<file path="src/rtl/irq_batch_pkg.sv">
package irq_batch_pkg;
    typedef enum logic [0:0] {
        ST_IDLE   = 1'b0,
        ST_ACTIVE = 1'b1
    } seq_state_t;
endpackage

</file>
<file path="src/rtl/irq_pend_bank.sv">
module irq_pend_bank #(
    parameter int NLINES = 32,
    parameter int NINT   = 3,
    parameter bit ENABLE = 1'b1
) (
    input  logic              clk,
    input  logic              rst_n,
    input  logic [NLINES-1:0] irq_ext,
    input  logic [NINT-1:0]   irq_int,
    input  logic              mask_we,
    input  logic [NLINES-1:0] mask_din,
    input  logic              take,
    output logic [NLINES-1:0] armed,
    output logic [NLINES-1:0] mask_out
);
    // Fold the internal sources onto the lowest lines.
    logic [NLINES-1:0] int_vec;
    for (genvar k = 0; k < NLINES; k++) begin : g_fold
        if (k < NINT) begin : g_src
            assign int_vec[k] = irq_int[k];
        end else begin : g_none
            assign int_vec[k] = 1'b0;
        end
    end

    if (ENABLE) begin : g_on
        logic [NLINES-1:0] pend_q;
        logic [NLINES-1:0] mask_q;
        logic [NLINES-1:0] req_in;

        assign req_in   = irq_ext | int_vec;
        assign armed    = pend_q & ~mask_q;
        assign mask_out = mask_q;

        always_ff @(posedge clk) begin
            if (!rst_n) begin
                pend_q <= '0;
                mask_q <= '0;
            end else begin
                if (mask_we) begin
                    mask_q <= mask_din;
                end
                pend_q <= (pend_q & ~(take ? armed : '0)) | req_in;
            end
        end

        // without an acceptance no pending bit is lost
        a_r2_pend_hold: assert property (@(posedge clk) disable iff (!rst_n)
            !take |=> ((pend_q & $past(pend_q)) == $past(pend_q)));
        // captured lines leave unless re-requested on the same edge
        a_r9_clear_taken: assert property (@(posedge clk) disable iff (!rst_n)
            take |=> ((pend_q & $past(armed) & ~$past(req_in)) == '0));
        // lines blocked by the mask survive an acceptance
        a_r8_masked_kept: assert property (@(posedge clk) disable iff (!rst_n)
            take |=> ((pend_q & $past(pend_q & mask_q)) == $past(pend_q & mask_q)));
    end else begin : g_off
        logic unused_inputs;
        assign unused_inputs = ^{irq_ext, int_vec, mask_we, mask_din, take};
        assign armed    = '0;
        assign mask_out = '0;
    end
endmodule

</file>
<file path="src/rtl/irq_dispatch_fsm.sv">
module irq_dispatch_fsm
    import irq_batch_pkg::*;
(
    input  logic clk,
    input  logic rst_n,
    input  logic armed_any,
    input  logic entry_ack,
    input  logic handler_ret,
    output logic entry_req,
    output logic take,
    output logic active
);
    seq_state_t state_q, state_d;

    always_ff @(posedge clk) begin
        if (!rst_n) begin
            state_q <= ST_IDLE;
        end else begin
            state_q <= state_d;
        end
    end

    always_comb begin
        state_d = state_q;
        unique case (state_q)
            ST_IDLE:   if (armed_any && entry_ack) state_d = ST_ACTIVE;
            ST_ACTIVE: if (handler_ret)            state_d = ST_IDLE;
            default:   state_d = ST_IDLE;
        endcase
    end

    always_comb begin
        entry_req = 1'b0;
        active    = 1'b0;
        unique case (state_q)
            ST_IDLE:   entry_req = armed_any;
            ST_ACTIVE: active    = 1'b1;
            default:   entry_req = 1'b0;
        endcase
        take = entry_req && entry_ack;
    end

    // a return always brings the sequencer back to idle
    a_r7_ret_to_idle: assert property (@(posedge clk) disable iff (!rst_n)
        (active && handler_ret) |=> !active);
    // an accepted entry starts the handler
    a_r4_accept_enters: assert property (@(posedge clk) disable iff (!rst_n)
        take |=> (active && !entry_req));
endmodule

</file>
<file path="src/rtl/irq_ctx_regs.sv">
module irq_ctx_regs #(
    parameter int NLINES = 32,
    parameter int AW     = 32
) (
    input  logic              clk,
    input  logic              rst_n,
    input  logic              take,
    input  logic [AW-1:0]     entry_pc,
    input  logic [NLINES-1:0] armed,
    input  logic [1:0]        scr_we,
    input  logic [AW-1:0]     scr_din,
    output logic [AW-1:0]     ret_addr,
    output logic [NLINES-1:0] batch_set,
    output logic [AW-1:0]     scratch0,
    output logic [AW-1:0]     scratch1
);
    always_ff @(posedge clk) begin
        if (!rst_n) begin
            ret_addr  <= '0;
            batch_set <= '0;
        end else if (take) begin
            ret_addr  <= entry_pc;
            batch_set <= armed;
        end
    end

    // Scratch storage has no reset by intent.
    always_ff @(posedge clk) begin
        if (scr_we[0]) scratch0 <= scr_din;
        if (scr_we[1]) scratch1 <= scr_din;
    end
endmodule

</file>
<file path="src/rtl/batch_irq_ctrl.sv">
module batch_irq_ctrl #(
    parameter int NLINES = 32,
    parameter int NINT   = 3,
    parameter int AW     = 32,
    parameter bit ENABLE = 1'b1
) (
    input  logic              clk,
    input  logic              rst_n,
    input  logic [NLINES-1:0] irq_ext,
    input  logic [NINT-1:0]   irq_int,
    input  logic              mask_we,
    input  logic [NLINES-1:0] mask_din,
    output logic              entry_req,
    input  logic              entry_ack,
    input  logic [AW-1:0]     entry_pc,
    input  logic              handler_ret,
    output logic [AW-1:0]     ret_addr,
    output logic [NLINES-1:0] batch_set,
    output logic [NLINES-1:0] eoi,
    input  logic [1:0]        scr_we,
    input  logic [AW-1:0]     scr_din,
    output logic [AW-1:0]     scratch0,
    output logic [AW-1:0]     scratch1
);
    logic [NLINES-1:0] armed;
    logic [NLINES-1:0] mask_cur;
    logic              take;
    logic              active;

    irq_pend_bank #(.NLINES(NLINES), .NINT(NINT), .ENABLE(ENABLE)) u_pend (
        .clk(clk), .rst_n(rst_n), .irq_ext(irq_ext), .irq_int(irq_int),
        .mask_we(mask_we), .mask_din(mask_din), .take(take),
        .armed(armed), .mask_out(mask_cur)
    );

    irq_dispatch_fsm u_fsm (
        .clk(clk), .rst_n(rst_n), .armed_any(|armed), .entry_ack(entry_ack),
        .handler_ret(handler_ret), .entry_req(entry_req), .take(take),
        .active(active)
    );

    irq_ctx_regs #(.NLINES(NLINES), .AW(AW)) u_ctx (
        .clk(clk), .rst_n(rst_n), .take(take), .entry_pc(entry_pc),
        .armed(armed), .scr_we(scr_we), .scr_din(scr_din),
        .ret_addr(ret_addr), .batch_set(batch_set),
        .scratch0(scratch0), .scratch1(scratch1)
    );

    assign eoi = active ? batch_set : '0;

    // the batch equals the unmasked pending set at acceptance
    a_r5_batch_capture: assert property (@(posedge clk) disable iff (!rst_n)
        (entry_req && entry_ack) |=> (batch_set == $past(armed)));
    // the return address is the PC presented with the acknowledge
    a_r4_pc_capture: assert property (@(posedge clk) disable iff (!rst_n)
        (entry_req && entry_ack) |=> (ret_addr == $past(entry_pc)));
    // a blocked line is never part of a batch
    a_r8_mask_excluded: assert property (@(posedge clk) disable iff (!rst_n)
        (entry_req && entry_ack) |=> ((batch_set & $past(mask_cur)) == '0));
    // end-of-interrupt holds during the handler and drops on return
    a_r6_eoi_stable: assert property (@(posedge clk) disable iff (!rst_n)
        (active && !handler_ret) |=> $stable(eoi));
    a_r6_eoi_drop: assert property (@(posedge clk) disable iff (!rst_n)
        (active && handler_ret) |=> (eoi == '0));
    // no entry request while the handler runs
    a_r7_no_req_active: assert property (@(posedge clk) disable iff (!rst_n)
        active |-> !entry_req);

    if (!ENABLE) begin : g_off_chk
        // a disabled build never requests entry
        a_r11_disabled_quiet: assert property (@(posedge clk) disable iff (!rst_n)
            irq_ext != '0 |-> !entry_req);
    end
endmodule

</file>
<file path="config.mk">
export PLATFORM = sky130hd
export DESIGN_NAME = batch_irq_ctrl
export DESIGN_NICKNAME = d
export VERILOG_FILES = /design/src/rtl/irq_batch_pkg.sv /design/src/rtl/irq_pend_bank.sv /design/src/rtl/irq_dispatch_fsm.sv /design/src/rtl/irq_ctx_regs.sv /design/src/rtl/batch_irq_ctrl.sv
export SDC_FILE = /design/constraint.sdc
export NUM_CORES = 1
export LEC_CHECK = 0
export BUFFER_PORTS_ARGS = -buffer_cell sky130_fd_sc_hd__buf_2
export CAP_MARGIN = 30
export CORE_AREA = 2 2 158 129
export DETAILED_ROUTE_END_ITERATION = 8
export DIE_AREA = 0 0 160 131
export GPL_ROUTABILITY_DRIVEN = 0
export PLACE_DENSITY = 0.66
export SLEW_MARGIN = 10
export SYNTH_ARGS = -nofsm -noshare
export SYNTH_HDL_FRONTEND = slang
export SYNTH_SLANG_ARGS = --single-unit
</file>
<file path="constraint.sdc">
create_clock -name clk -period 3.1 [get_ports clk]
set_input_delay 0.155 -clock clk [delete_from_list [all_inputs] [get_ports clk]]
set_output_delay 0.155 -clock clk [all_outputs]
set_load 0.02 [all_outputs]
</file>
; After elaboration in Yosys (flattened, before gate mapping)
; Index checks and enable logic that the tools add are counted.
[totals]
wordCells = 24
regBits = 193
inputBits = 138
out_inout_bits = 161
[classes]
n_mux = 7
bitwise_logic = 7
reduce_logical = 3
[ops]
columns = op, count
row1 = $and A32 B32 Y32, 2
row2 = $mux W32, 2
row3 = $not A32 Y32, 2
row4 = $or A32 B3 Y32, 1
row5 = $or A32 B32 Y32, 1
row6 = $reduce_or A32 Y1, 1
row7 = $mux W1, 4
row8 = $logic_and A1 B1 Y1, 2
row9 = $pmux W1 S2, 1
row10 = $not A1 Y1, 1

; Longest topological paths before layout
; Gate-level depths: netlist of the first run.
[depth]
depth_word = 9
ltp_mapped = 8
depth_no_buf = 5

; By module
; A second synthesis of the first run with hierarchy kept.
[unflattened]
cells_unflattened = 594
area_unflattened_um2 = 7383.3
[by_module_without_submodules]
columns = module, cells_each, area_per_inst_um2, n_inst, seq_area_each_um2
row1 = irq_ctx_regs, 270, 4372.9, 1, 3203.1
row2 = irq_pend_bank, 273, 2671.3, 1, 1281.2
row3 = batch_irq_ctrl, 46, 286.5, 1, 0.0
row4 = irq_dispatch_fsm, 5, 52.6, 1, 20.0

; Least setup slack after synthesis of the first run
; Ideal clock, no wire load.
[synth_path]
path_kind = register to register
start = register u_pend.g_on.pend_q[25]
end = register u_fsm.state_q
path_stages_with_launch = 8
period_less_slack_ns = 1.645
slack_ns = 1.455
setup_time_ns = 0.115
t_arrival_ns = 1.531
t_required_ns = 2.985
path_buffers = 2
path_cell_list = dfxtp_1 nor2b_1 nor4_1 nand4_1 o211a_1 buf_6 buf_2 o21a_1
[synth_between]
elab_chain_cells = 5
[synth_rtl]
columns = item, line
row1 = "start, declared", irq_pend_bank.sv:27  ; logic [NLINES-1:0] pend_q;
row2 = "start signal, assigned", irq_pend_bank.sv:43  ; pend_q <= (pend_q & ~(take ? armed : '0)) | req_in;
row3 = $and A32 B32 Y32, irq_pend_bank.sv:32  ; assign armed = pend_q & ~mask_q;
row4 = $reduce_or A32 Y1, batch_irq_ctrl.sv:37  ; .clk(clk), .rst_n(rst_n), .armed_any(|armed), .entry_ack(entry_ack),
row5 = $logic_and A1 B1 Y1, irq_dispatch_fsm.sv:26  ; ST_IDLE: if (armed_any && entry_ack) state_d = ST_ACTIVE;
row6 = $mux W1, irq_dispatch_fsm.sv:26
row7 = $pmux W1 S2, irq_dispatch_fsm.sv:25  ; unique case (state_q)
row8 = "end signal, assigned", irq_dispatch_fsm.sv:19  ; state_q <= state_d;
row9 = "end, declared", irq_dispatch_fsm.sv:13  ; seq_state_t state_q, state_d;
; Every way passes these cells.
; A chain may end at the register's enable or synchronous reset.

; Worst setup path in the final report of the first run
[layout_path]
start = register u_pend.g_on.pend_q[27]
end = register u_ctx.ret_addr[26]
[layout_between]
elab_chain_cells = 4
[layout_rtl]
columns = item, line
row1 = $and A32 B32 Y32, irq_pend_bank.sv:32
row2 = $reduce_or A32 Y1, batch_irq_ctrl.sv:37
row3 = $mux W1, irq_dispatch_fsm.sv:35  ; unique case (state_q)
row4 = $logic_and A1 B1 Y1, irq_dispatch_fsm.sv:40  ; take = entry_req && entry_ack;
row5 = "end signal, assigned", irq_ctx_regs.sv:22  ; ret_addr <= entry_pc;
row6 = "end, declared", irq_ctx_regs.sv:12  ; output logic [AW-1:0] ret_addr,
; Every way passes these cells.

==> impl_metrics.env, run 1 <==
export IMPL_outcome="complete, no violations"
export IMPL_cts_setup_buffers=0
export IMPL_hpwl_um=15300
export IMPL_h_tree_depth=4
export IMPL_synthCells=664
export IMPL_finalCriticalPeriod_ns=2.37
export IMPL_cap_violations=0
export IMPL_ys_types=24
export IMPL_wl_per_cell_um=16.4
export IMPL_cp_data_arrival_time_ns=2.72
export IMPL_cts_root_buf="clkbuf_16"
export IMPL_drt_pass1_iterations=4
export IMPL_p_leak_nw=4.91
export IMPL_ant_nets=0
export IMPL_wirelength_um=22000
export IMPL_syn2layout_area_growth_pct=45.8
export IMPL_worst_pin_slew_ns=0.766
export IMPL_crit_path_start="u_pend.g_on.pend_q[27]"
export IMPL_regToRegStartpoint="u_pend.g_on.pend_q[27]"
export IMPL_grt_pass1_vias=5704
export IMPL_critPathKind="register to register"
export IMPL_grt_ovfl_total=0
export IMPL_cts_repair_resized=0
export IMPL_power_density_nw_per_um2=544
export IMPL_cts_hold_buf=115
export IMPL_ys_warn_count=0
export IMPL_clock_skew_ns=0.00972
export IMPL_yosysSeqAreaShare_pct=60.1
export IMPL_fin_cells=1339
export IMPL_portBuffers=298
export IMPL_row_count=46
export IMPL_slew_limit_headroom_pct=49.0
export IMPL_reg2reg_setup_slack_ns=0.73
export IMPL_required_ns=3.45
export IMPL_path_clk_slew_ns=0.07
export IMPL_final_setup_tns_ns=0
export IMPL_die_w_um=160
export IMPL_finalHoldViolations=0
export IMPL_final_core_util_pct=56.1
export IMPL_initial_core_util_pct=38.5
export IMPL_path_max_fanout=79
export IMPL_highest_layer="met4"
export IMPL_cts_sinks=193
export IMPL_min_delay_start="irq_int[0]"
export IMPL_core_area_um2=19500
export IMPL_syn_area_per_cell_um2=11.3
export IMPL_via_per_inst=4.61
export IMPL_route_met3_wl_um=1460
export IMPL_most_common_layout_cells="buf_2 (297), dfxtp_1 (129), nand2_1 (128)"
export IMPL_place_inst=1192
export IMPL_cts_buffers=17
export IMPL_p_total_mw=5.94
export IMPL_period_share_pct=76.6
export IMPL_layout_drive_gt1_share_pct=34.0
export IMPL_synth_seq_cells=193
export IMPL_synth_nets=802
export IMPL_syn_area_um2=7490
export IMPL_grt_setup_unrepaired="false"
export IMPL_crit_path_end_kind="register"
export IMPL_dieArea_um2=21000
export IMPL_cts_buffer_depth=2
export IMPL_met1_length_um=9710
export IMPL_clk_latency_ns=0.43
export IMPL_wl_met2_um=10300
export IMPL_antenna_found_initial=0
export IMPL_drt_iter0_drc=366
export IMPL_final_common_cell="buf_2"
export IMPL_maxClockFrequency_ghz=0.421
export IMPL_grt_pass1_wl_um=33100
export IMPL_grt_max_degree=88
export IMPL_grtUsageTotal_pct=20.8
export IMPL_fillers=1684
export IMPL_die_h_um=131
export IMPL_cp_start_kind="register"
export IMPL_ios=299
export IMPL_hold_path_class="input port to register"
export IMPL_setup_viol=0
export IMPL_vias=6173
export IMPL_num_nets_final=1200
export IMPL_diodes=0
export IMPL_drc_errors=0
export IMPL_ir_drop_uv=296
export IMPL_slew_viol_final=0
export IMPL_tritoncts="built"
==> per-stage QoR <==
| step | setup slack, ns | hold WS, ns | area [um2] |
|---|---|---|---|
| finish | 0.726 | 0.0187 | 10900 |
| global route | 0.636 | 0.00948 | 10900 |
| CTS | 0.762 | 0.0000817 | 10900 |
| detailed placement | 0.793 | 0.347 | 9190 |
| global placement | 0.734 | 0.343 | 9170 |
| floorplan | 1.45 | 0.254 | 7490 |
==> logic make-up (layout without fill, tap and decap cells) <==
kind of cell / count (synthesis) / in the layout / synth area share [%]
AOI/OAI and AO/OA: 66 / 66 / 7.12
buffers and inverters: 40 / 451 / 2.84
DFF: 193 / 193 / 60.1
muxes: 96 / 96 / 12.8
and+or+nand+nor: 269 / 269 / 17.1
==> worst paths after layout <==
check,to,cells after the start
worst max-delay path,u_ctx.ret_addr[26],6
worst min-delay path,u_pend.g_on.pend_q[0],3
worst max register to register,u_ctx.ret_addr[26],6
worst min register to register,u_ctx.ret_addr[1],2
==> synth_stat cells <==
master,count,area [um2]
edfxtp_1,64,1920
and2_1,32,200
o21ai_0,29,145
buf_8,1,15.0
o21a_1,1,7.51
buf_4,5,37.5
nand4_1,2,12.5
buf_1,2,7.51
a21oi_1,2,10.0
o31ai_1,3,22.5
a21oi_2,20,175
nor3_1,3,15.0
inv_1,1,3.75
nor2_1,32,120
buf_2,2,10.0
nor4_1,8,50.1
a21oi_4,10,163
buf_6,4,45.0
clkbuf_1,25,93.8
dfxtp_1,129,2580
mux2i_1,96,961
nor2b_1,64,400
nand2_1,128,480
o211a_1,1,10.0
==> power by group <==
| part | internal (mW) | leakage, nW | total, mW | switching [mW] |
|---|---|---|---|---|
| Clock | 1.08 | 0.279 | 2.15 | 1.06 |
| Combinational | 0.392 | 2.94 | 0.919 | 0.527 |
| Sequential | 2.79 | 1.69 | 2.87 | 0.0803 |
==> metal layers <==
| metal | global-route usage, % | up-vias |
|---|---|---|
| li1 | - | 3039 |
| met1 | 26.6 | 2874 |
| met2 | 34.0 | 228 |
| met3 | 6.03 | 32 |
| met4 | 7.47 | 0 |
| met5 | 0 | - |
==> critical path, cell delays in order (launching register included) <==
cell	delay, ns
dfxtp_1	0.32
nor2b_1	0.35
nor4_1	0.12
nand4_1	0.15
o211a_4	0.45
buf_12	0.50
mux2i_1	0.29
==> flip-flops by register name, summed over array words and instances, names as in the netlist <==
register	cells
u_fsm.state_q	1
u_ctx.ret_addr	32
u_pend.g_on.pend_q	32
u_ctx.scratch0	32
u_ctx.scratch1	32
u_pend.mask_out	32
u_ctx.batch_set	32
==> cell type report <==
cell class              instances  area, um2  area share [%]
clock buffers                  18        429            3.93
clock inverters                14        150            1.37
inverters                       1       3.75          0.0344
multi-input cells             431       2780            25.5
flip-flops and latches        193       4500            41.2
well taps                     264        330            3.02
repair buffers                418       2720            24.9
No activity file was read; power rests on OpenSTA's default activity.
==> run 2, diff against run 1 <==
Settings changed: ABC_AREA set to 1, CORE_AREA 2 2 158 129 to 2 2 154 126, DIE_AREA 0 0 160 131 to 0 0 156 128, PLACE_DENSITY 0.66 to 0.67.
Clock period 3.1 ns to 2.4 ns, I/O delays scaled along.
==> impl_metrics.env, run 2 <==
export IMPL_outcome="complete, no violations"
export IMPL_grt_pass1_vias=6392
export IMPL_setup_viol=0
export IMPL_antenna_found_initial=0
export IMPL_critPathKind="register to output port"
export IMPL_cap_violations=0
export IMPL_fillers=1573
export IMPL_layout_drive_gt1_share_pct=29.1
export IMPL_synth_most_common_cell="nand2_1"
export IMPL_ios=299
export IMPL_final_common_cell="buf_2"
export IMPL_wirelength_um=22400
export IMPL_cts_repair_resized=0
export IMPL_worstPathBufferInverterCount=3
export IMPL_synth_edf_count=64
export IMPL_grt_max_degree=65
export IMPL_finalHoldViolations=0
export IMPL_worstReg2RegEnd="u_ctx.ret_addr[3]"
export IMPL_whs_ns=0.00703
export IMPL_critical_path_slowest_cell="buf_4"
export IMPL_holdPathStages=3
export IMPL_synthCells=789
export IMPL_grtUsageTotal_pct=21.7
export IMPL_hold_path_class="input port to register"
export IMPL_wl_met2_um=10800
export IMPL_post_place_ws_ns=0.384
export IMPL_p_leak_nw=5.30
export IMPL_ys_warn_count=0
export IMPL_cts_buffers=17
export IMPL_min_delay_start="mask_din[14]"
export IMPL_slew_viol_final=0
export IMPL_max_stage_delay_ns=0.37
export IMPL_die_w_um=156
export IMPL_portBuffers=298
export IMPL_r2r_cells=11
export IMPL_ir_drop_uv=479
export IMPL_vias=6873
export IMPL_drc_errors=0
export IMPL_core_area_um2=18500
export IMPL_h_tree_depth=4
export IMPL_hpwl_um=14600
export IMPL_async_flop_share_pct=0
export IMPL_cts_buffer_depth=2
export IMPL_power_density_nw_per_um2=718
export IMPL_met1_length_um=9440
export IMPL_grt_setup_unrepaired="false"
export IMPL_yosysSeqAreaShare_pct=63.4
export IMPL_syn_area_per_cell_um2=9.00
export IMPL_via_per_inst=4.77
export IMPL_period_share_pct=86.5
export IMPL_worst_pin_slew_ns=0.761
export IMPL_final_setup_tns_ns=0
export IMPL_syn_area_um2=7100
export IMPL_row_count=45
export IMPL_cts_sinks=193
export IMPL_initial_core_util_pct=38.3
export IMPL_route_met3_wl_um=1510
export IMPL_synth_top_cells_by_count="nand2_1 (180), a21oi_1 (130), dfxtp_1 (129), inv_1 (123), edfxtp_1 (64)"
export IMPL_tritoncts="built"
export IMPL_path_clk_slew_ns=0.07
export IMPL_yosysTopAreaCell="dfxtp_1"
export IMPL_ant_nets=0
export IMPL_diodes=0
export IMPL_hold_end="u_pend.mask_out[14]"
export IMPL_drt_iter0_drc=439
export IMPL_synth_seq_cells=193
export IMPL_dieArea_um2=20000
export IMPL_syn2layout_area_growth_pct=49.4
export IMPL_ys_flop_type="dfxtp_1"
export IMPL_path_max_fanout=33
export IMPL_reg2reg_setup_slack_ns=0.37
export IMPL_fin_cells=1440
export IMPL_num_nets_final=1330
export IMPL_cp_start_kind="register"
export IMPL_crit_top_cell="nand2_1"
export IMPL_die_h_um=128
export IMPL_maxClockFrequency_ghz=0.482
export IMPL_wl_per_cell_um=15.5
export IMPL_place_inst=1288
export IMPL_critPathTopFamily="buffers and inverters"
export IMPL_grt_pass1_wl_um=33200
export IMPL_worstPathCellList="inv_1 > nand2_1 > nand2_1 > nor2_1 > nand2_1 > nor2_2 > a21oi_4 > buf_4 > buf_2"
export IMPL_fin_ws_ns=0.324
export IMPL_regToRegStartpoint="u_pend.mask_out[3]"
export IMPL_highest_layer="met4"
export IMPL_synth_nets=927
export IMPL_cp_data_arrival_time_ns=1.96
export IMPL_most_common_layout_cells="buf_2 (298), nand2_1 (180), a21oi_1 (129), dfxtp_1 (129), inv_1 (123)"
export IMPL_crit_path_end_kind="output port"
export IMPL_required_ns=2.28
export IMPL_drt_pass1_iterations=5
export IMPL_cts_root_buf="clkbuf_16"
export IMPL_slew_limit_headroom_pct=49.3
export IMPL_clk_latency_ns=0.43
export IMPL_ys_types=18
export IMPL_synth_top_cell_area_share_pct=36.4
export IMPL_finalCriticalPeriod_ns=2.08
export IMPL_synth_top_cells_by_area="dfxtp_1 (36%), edfxtp_1 (27%), nand2_1 (9.5%)"
export IMPL_clock_skew_ns=0.0111
export IMPL_grt_ovfl_total=0
[run 2: metrics by stage]
stage / util [%] / cell area (um2) / power (mW)
2_1_floorplan: - / 7100 / 4.30
3_3_place_gp: 47.6 / 8810 / 4.71
3_5_place_dp: 47.6 / 8810 / 4.72
4_1_cts: 57.3 / 10600 / 7.66
5_1_grt: 57.3 / 10600 / 7.93
6_report: 57.3 / 10600 / 7.62
[run 2: layout make-up]
cell class / count / area, um2 / area share, %
clock buffers: 17 / 425 / 4.01
clock inverters: 15 / 176 / 1.66
inverters: 128 / 482 / 4.54
multi-input cells: 422 / 1930 / 18.2
flip-flops and latches: 193 / 4500 / 42.4
well taps: 235 / 294 / 2.77
repair buffers: 430 / 2800 / 26.3
[run 2: layer usage]
metal | global-route usage, % | up-vias
met5 | 0 | -
met4 | 8.36 | 0
met1 | 27.2 | 3183
met2 | 36.9 | 290
met3 | 4.60 | 36
li1 | - | 3364
[run 2: power by group]
part | internal (mW) | leakage [nW] | switching [mW]
clock | 1.41 | 0.292 | 1.40
sequential | 3.60 | 1.69 | 0.0931
combinational | 0.445 | 3.32 | 0.669
total | 5.46 | 5.30 | 2.16
[run 2: repair_timing]
action / 4_1_cts / 5_1_grt
buffers inserted: 0 / 0
endpoints found under the hold margin: 150 / 0
hold buffers: 120 / 0
[run 2: tightest hold or removal path: stages]
cell	delay, ns
buf_2	0.09
o21ai_0	0.08
a21oi_1	0.11
[run 2: how the worst max path moves through the flow]
stage	start	end	depth (start not counted)
final	u_pend.mask_out[3]	entry_req	9
after global placement	u_pend.mask_out[3]	u_ctx.ret_addr[29]	11
after global routing	u_pend.mask_out[3]	u_ctx.ret_addr[9]	11
after floorplan	u_pend.mask_out[15]	u_ctx.ret_addr[14]	12
after detailed placement	u_pend.mask_out[3]	u_ctx.ret_addr[3]	11
after CTS	u_pend.mask_out[3]	entry_req	9
[run 2: cell families (layout without fill, tap and decap cells)]
| logic type | count (synthesis) | in the layout | synth area share (%) |
|---|---|---|---|
| simple gates | 260 | 260 | 15.6 |
| flops | 193 | 193 | 63.4 |
| buf+inv | 174 | 590 | 9.58 |
| compound gates | 162 | 162 | 11.4 |
==> run 3, diff against run 2 <==
Clock period 2.4 ns to 2.6 ns, I/O delays scaled along.
==> impl_metrics.env, run 3 (synthesis results as in run 2) <==
export IMPL_via_per_inst=4.73
export IMPL_cap_violations=0
export IMPL_cp_start_kind="register"
export IMPL_h_tree_depth=4
export IMPL_switchingPower_mw=2.01
export IMPL_cts_sinks=193
export IMPL_hold_path_class="input port to register"
export IMPL_switching_share_pct=28.6
export IMPL_path_max_fanout=29
export IMPL_cts_repair_resized=0
export IMPL_cts_root_buf="clkbuf_16"
export IMPL_tritoncts="built"
export IMPL_critPathKind="register to output port"
export IMPL_holdPathStages=3
export IMPL_ios=299
export IMPL_most_common_layout_cells="buf_2 (298), nand2_1 (180), a21oi_1 (129), dfxtp_1 (129), inv_1 (123)"
export IMPL_die_w_um=156
export IMPL_drc_errors=0
export IMPL_r2r_cells=11
export IMPL_regToRegStartpoint="u_pend.mask_out[28]"
export IMPL_vias=6793
export IMPL_p_leak_nw=5.28
export IMPL_ant_nets=0
export IMPL_intPower_mw=5.04
export IMPL_slew_limit_headroom_pct=49.7
export IMPL_worst_pin_slew_ns=0.754
export IMPL_required_ns=2.47
export IMPL_antenna_found_initial=0
export IMPL_hpwl_um=14700
export IMPL_outcome="complete, no violations"
export IMPL_pwr_share_clk_pct=37.0
export IMPL_min_delay_start="mask_din[31]"
export IMPL_grt_pass1_wl_um=33800
export IMPL_power_frac_seq_pct=48.4
export IMPL_diodes=0
export IMPL_reg2reg_setup_slack_ns=0.63
export IMPL_finalHoldViolations=0
export IMPL_final_core_util_pct=57.1
export IMPL_cts_setup_buffers=0
export IMPL_final_setup_tns_ns=0
export IMPL_clk_latency_ns=0.43
export IMPL_maxClockFrequency_ghz=0.454
export IMPL_drt_pass1_iterations=5
export IMPL_layout_drive_gt1_share_pct=29.3
export IMPL_power_density_nw_per_um2=667
export IMPL_syn2layout_area_growth_pct=48.8
export IMPL_dieArea_um2=20000
export IMPL_p_total_mw=7.05
export IMPL_clock_skew_ns=0.00978
export IMPL_period_share_pct=84.8
export IMPL_cts_buffer_depth=2
export IMPL_cts_hold_buf=115
export IMPL_grt_pass1_vias=6434
export IMPL_final_common_cell="buf_2"
export IMPL_core_area_um2=18500
export IMPL_hold_end="u_pend.mask_out[31]"
export IMPL_grt_ovfl_total=0
export IMPL_row_count=45
export IMPL_cp_data_arrival_time_ns=2.07
export IMPL_grt_setup_unrepaired="false"
export IMPL_grtUsageTotal_pct=22.0
export IMPL_drt_iter0_drc=398
export IMPL_setup_viol=0
export IMPL_finalCriticalPeriod_ns=2.20
export IMPL_initial_core_util_pct=38.3
export IMPL_wl_per_cell_um=15.8
export IMPL_crit_path_end_kind="output port"
export IMPL_ir_drop_uv=399
export IMPL_power_frac_comb_pct=14.6
export IMPL_portBuffers=298
export IMPL_slew_viol_final=0
export IMPL_worstReg2RegEnd="u_ctx.ret_addr[21]"
export IMPL_wirelength_um=22600
export IMPL_crit_path_start="u_pend.mask_out[28]"
export IMPL_cts_buffers=17
export IMPL_num_nets_final=1326
export IMPL_grt_max_degree=65
export IMPL_die_h_um=128
export IMPL_path_clk_slew_ns=0.07
-- run 3: changes by cell type in the layout (fill, tap and decap cells not counted) --
cell	previous run	this run
inv_8	3	1
clkinv_4	5	3
dlygate4sd3_1	120	115
inv_6	2	4
clkinvlp_4	0	1
buf_4	11	12
clkinv_8	4	5
-- run 3: metrics by stage --
step | area, um2 | setup slack, ns | instances | hold slack (ns)
6_report | 10600 | 0.396 | 1436 | 0.0108
4_1_cts | 10600 | 0.385 | 1436 | 0.000105
2_1_floorplan | 7100 | 1.18 | 789 | 0.229
3_5_place_dp | 8820 | 0.655 | 1289 | 0.323
5_1_grt | 10600 | 0.259 | 1436 | 0.00487
3_3_place_gp | 8820 | 0.713 | 1289 | 0.318
-- run 3: how the worst max path moves through the flow --
stage | end | slack (ns) | cells after the start
6_report | entry_req | 0.40 | 9
5_1_grt | entry_req | 0.26 | 9
4_1_cts | entry_req | 0.39 | 9
3_5_place_dp | u_ctx.ret_addr[4] | 0.65 | 11
3_3_place_gp | u_ctx.ret_addr[4] | 0.71 | 11
2_1_floorplan | u_ctx.ret_addr[14] | 1.18 | 12
-- run 3: critical path: stages (launching register included) --
cell and delay [ns]:
dfxtp_1 0.31, inv_1 0.07, nand2_1 0.11, nand2_1 0.12, nor2_1 0.06, nand2_1 0.07
nor2_2 0.06, a21oi_4 0.25, buf_4 0.36, buf_2 0.23
-- run 3: power by group through the flow --
| stage | clock network, mW | logic (mW) | registers, mW |
|---|---|---|---|
| global route | 2.79 | 1.12 | 3.43 |
| finish | 2.61 | 1.03 | 3.41 |
| floorplan | 0 | 0.330 | 3.64 |
| CTS | 2.67 | 1.02 | 3.41 |
| global placement | 0 | 0.875 | 3.47 |
| detailed placement | 0 | 0.885 | 3.48 |
-- run 3: layout make-up --
| class | count | area (um2) |
|---|---|---|
| clock buffers | 17 | 425 |
| clock inverters | 15 | 178 |
| fillers | 1605 | 7950 |
| inverters | 128 | 482 |
| multi-input cells | 422 | 1930 |
| flip-flops and latches | 193 | 4500 |
| well taps | 235 | 294 |
| repair buffers | 426 | 2750 |
-- run 3: per-layer routing --
| layer | vias to the layer above | track usage [%] | share of wire, % |
|---|---|---|---|
| met2 | 271 | 38.4 | 50 |
| met5 | - | 0 | 0 |
| met4 | 0 | 6.75 | 1.6 |
| li1 | 3352 | - | - |
| met1 | 3143 | 27.0 | 42 |
| met3 | 27 | 5.54 | 7.1 |
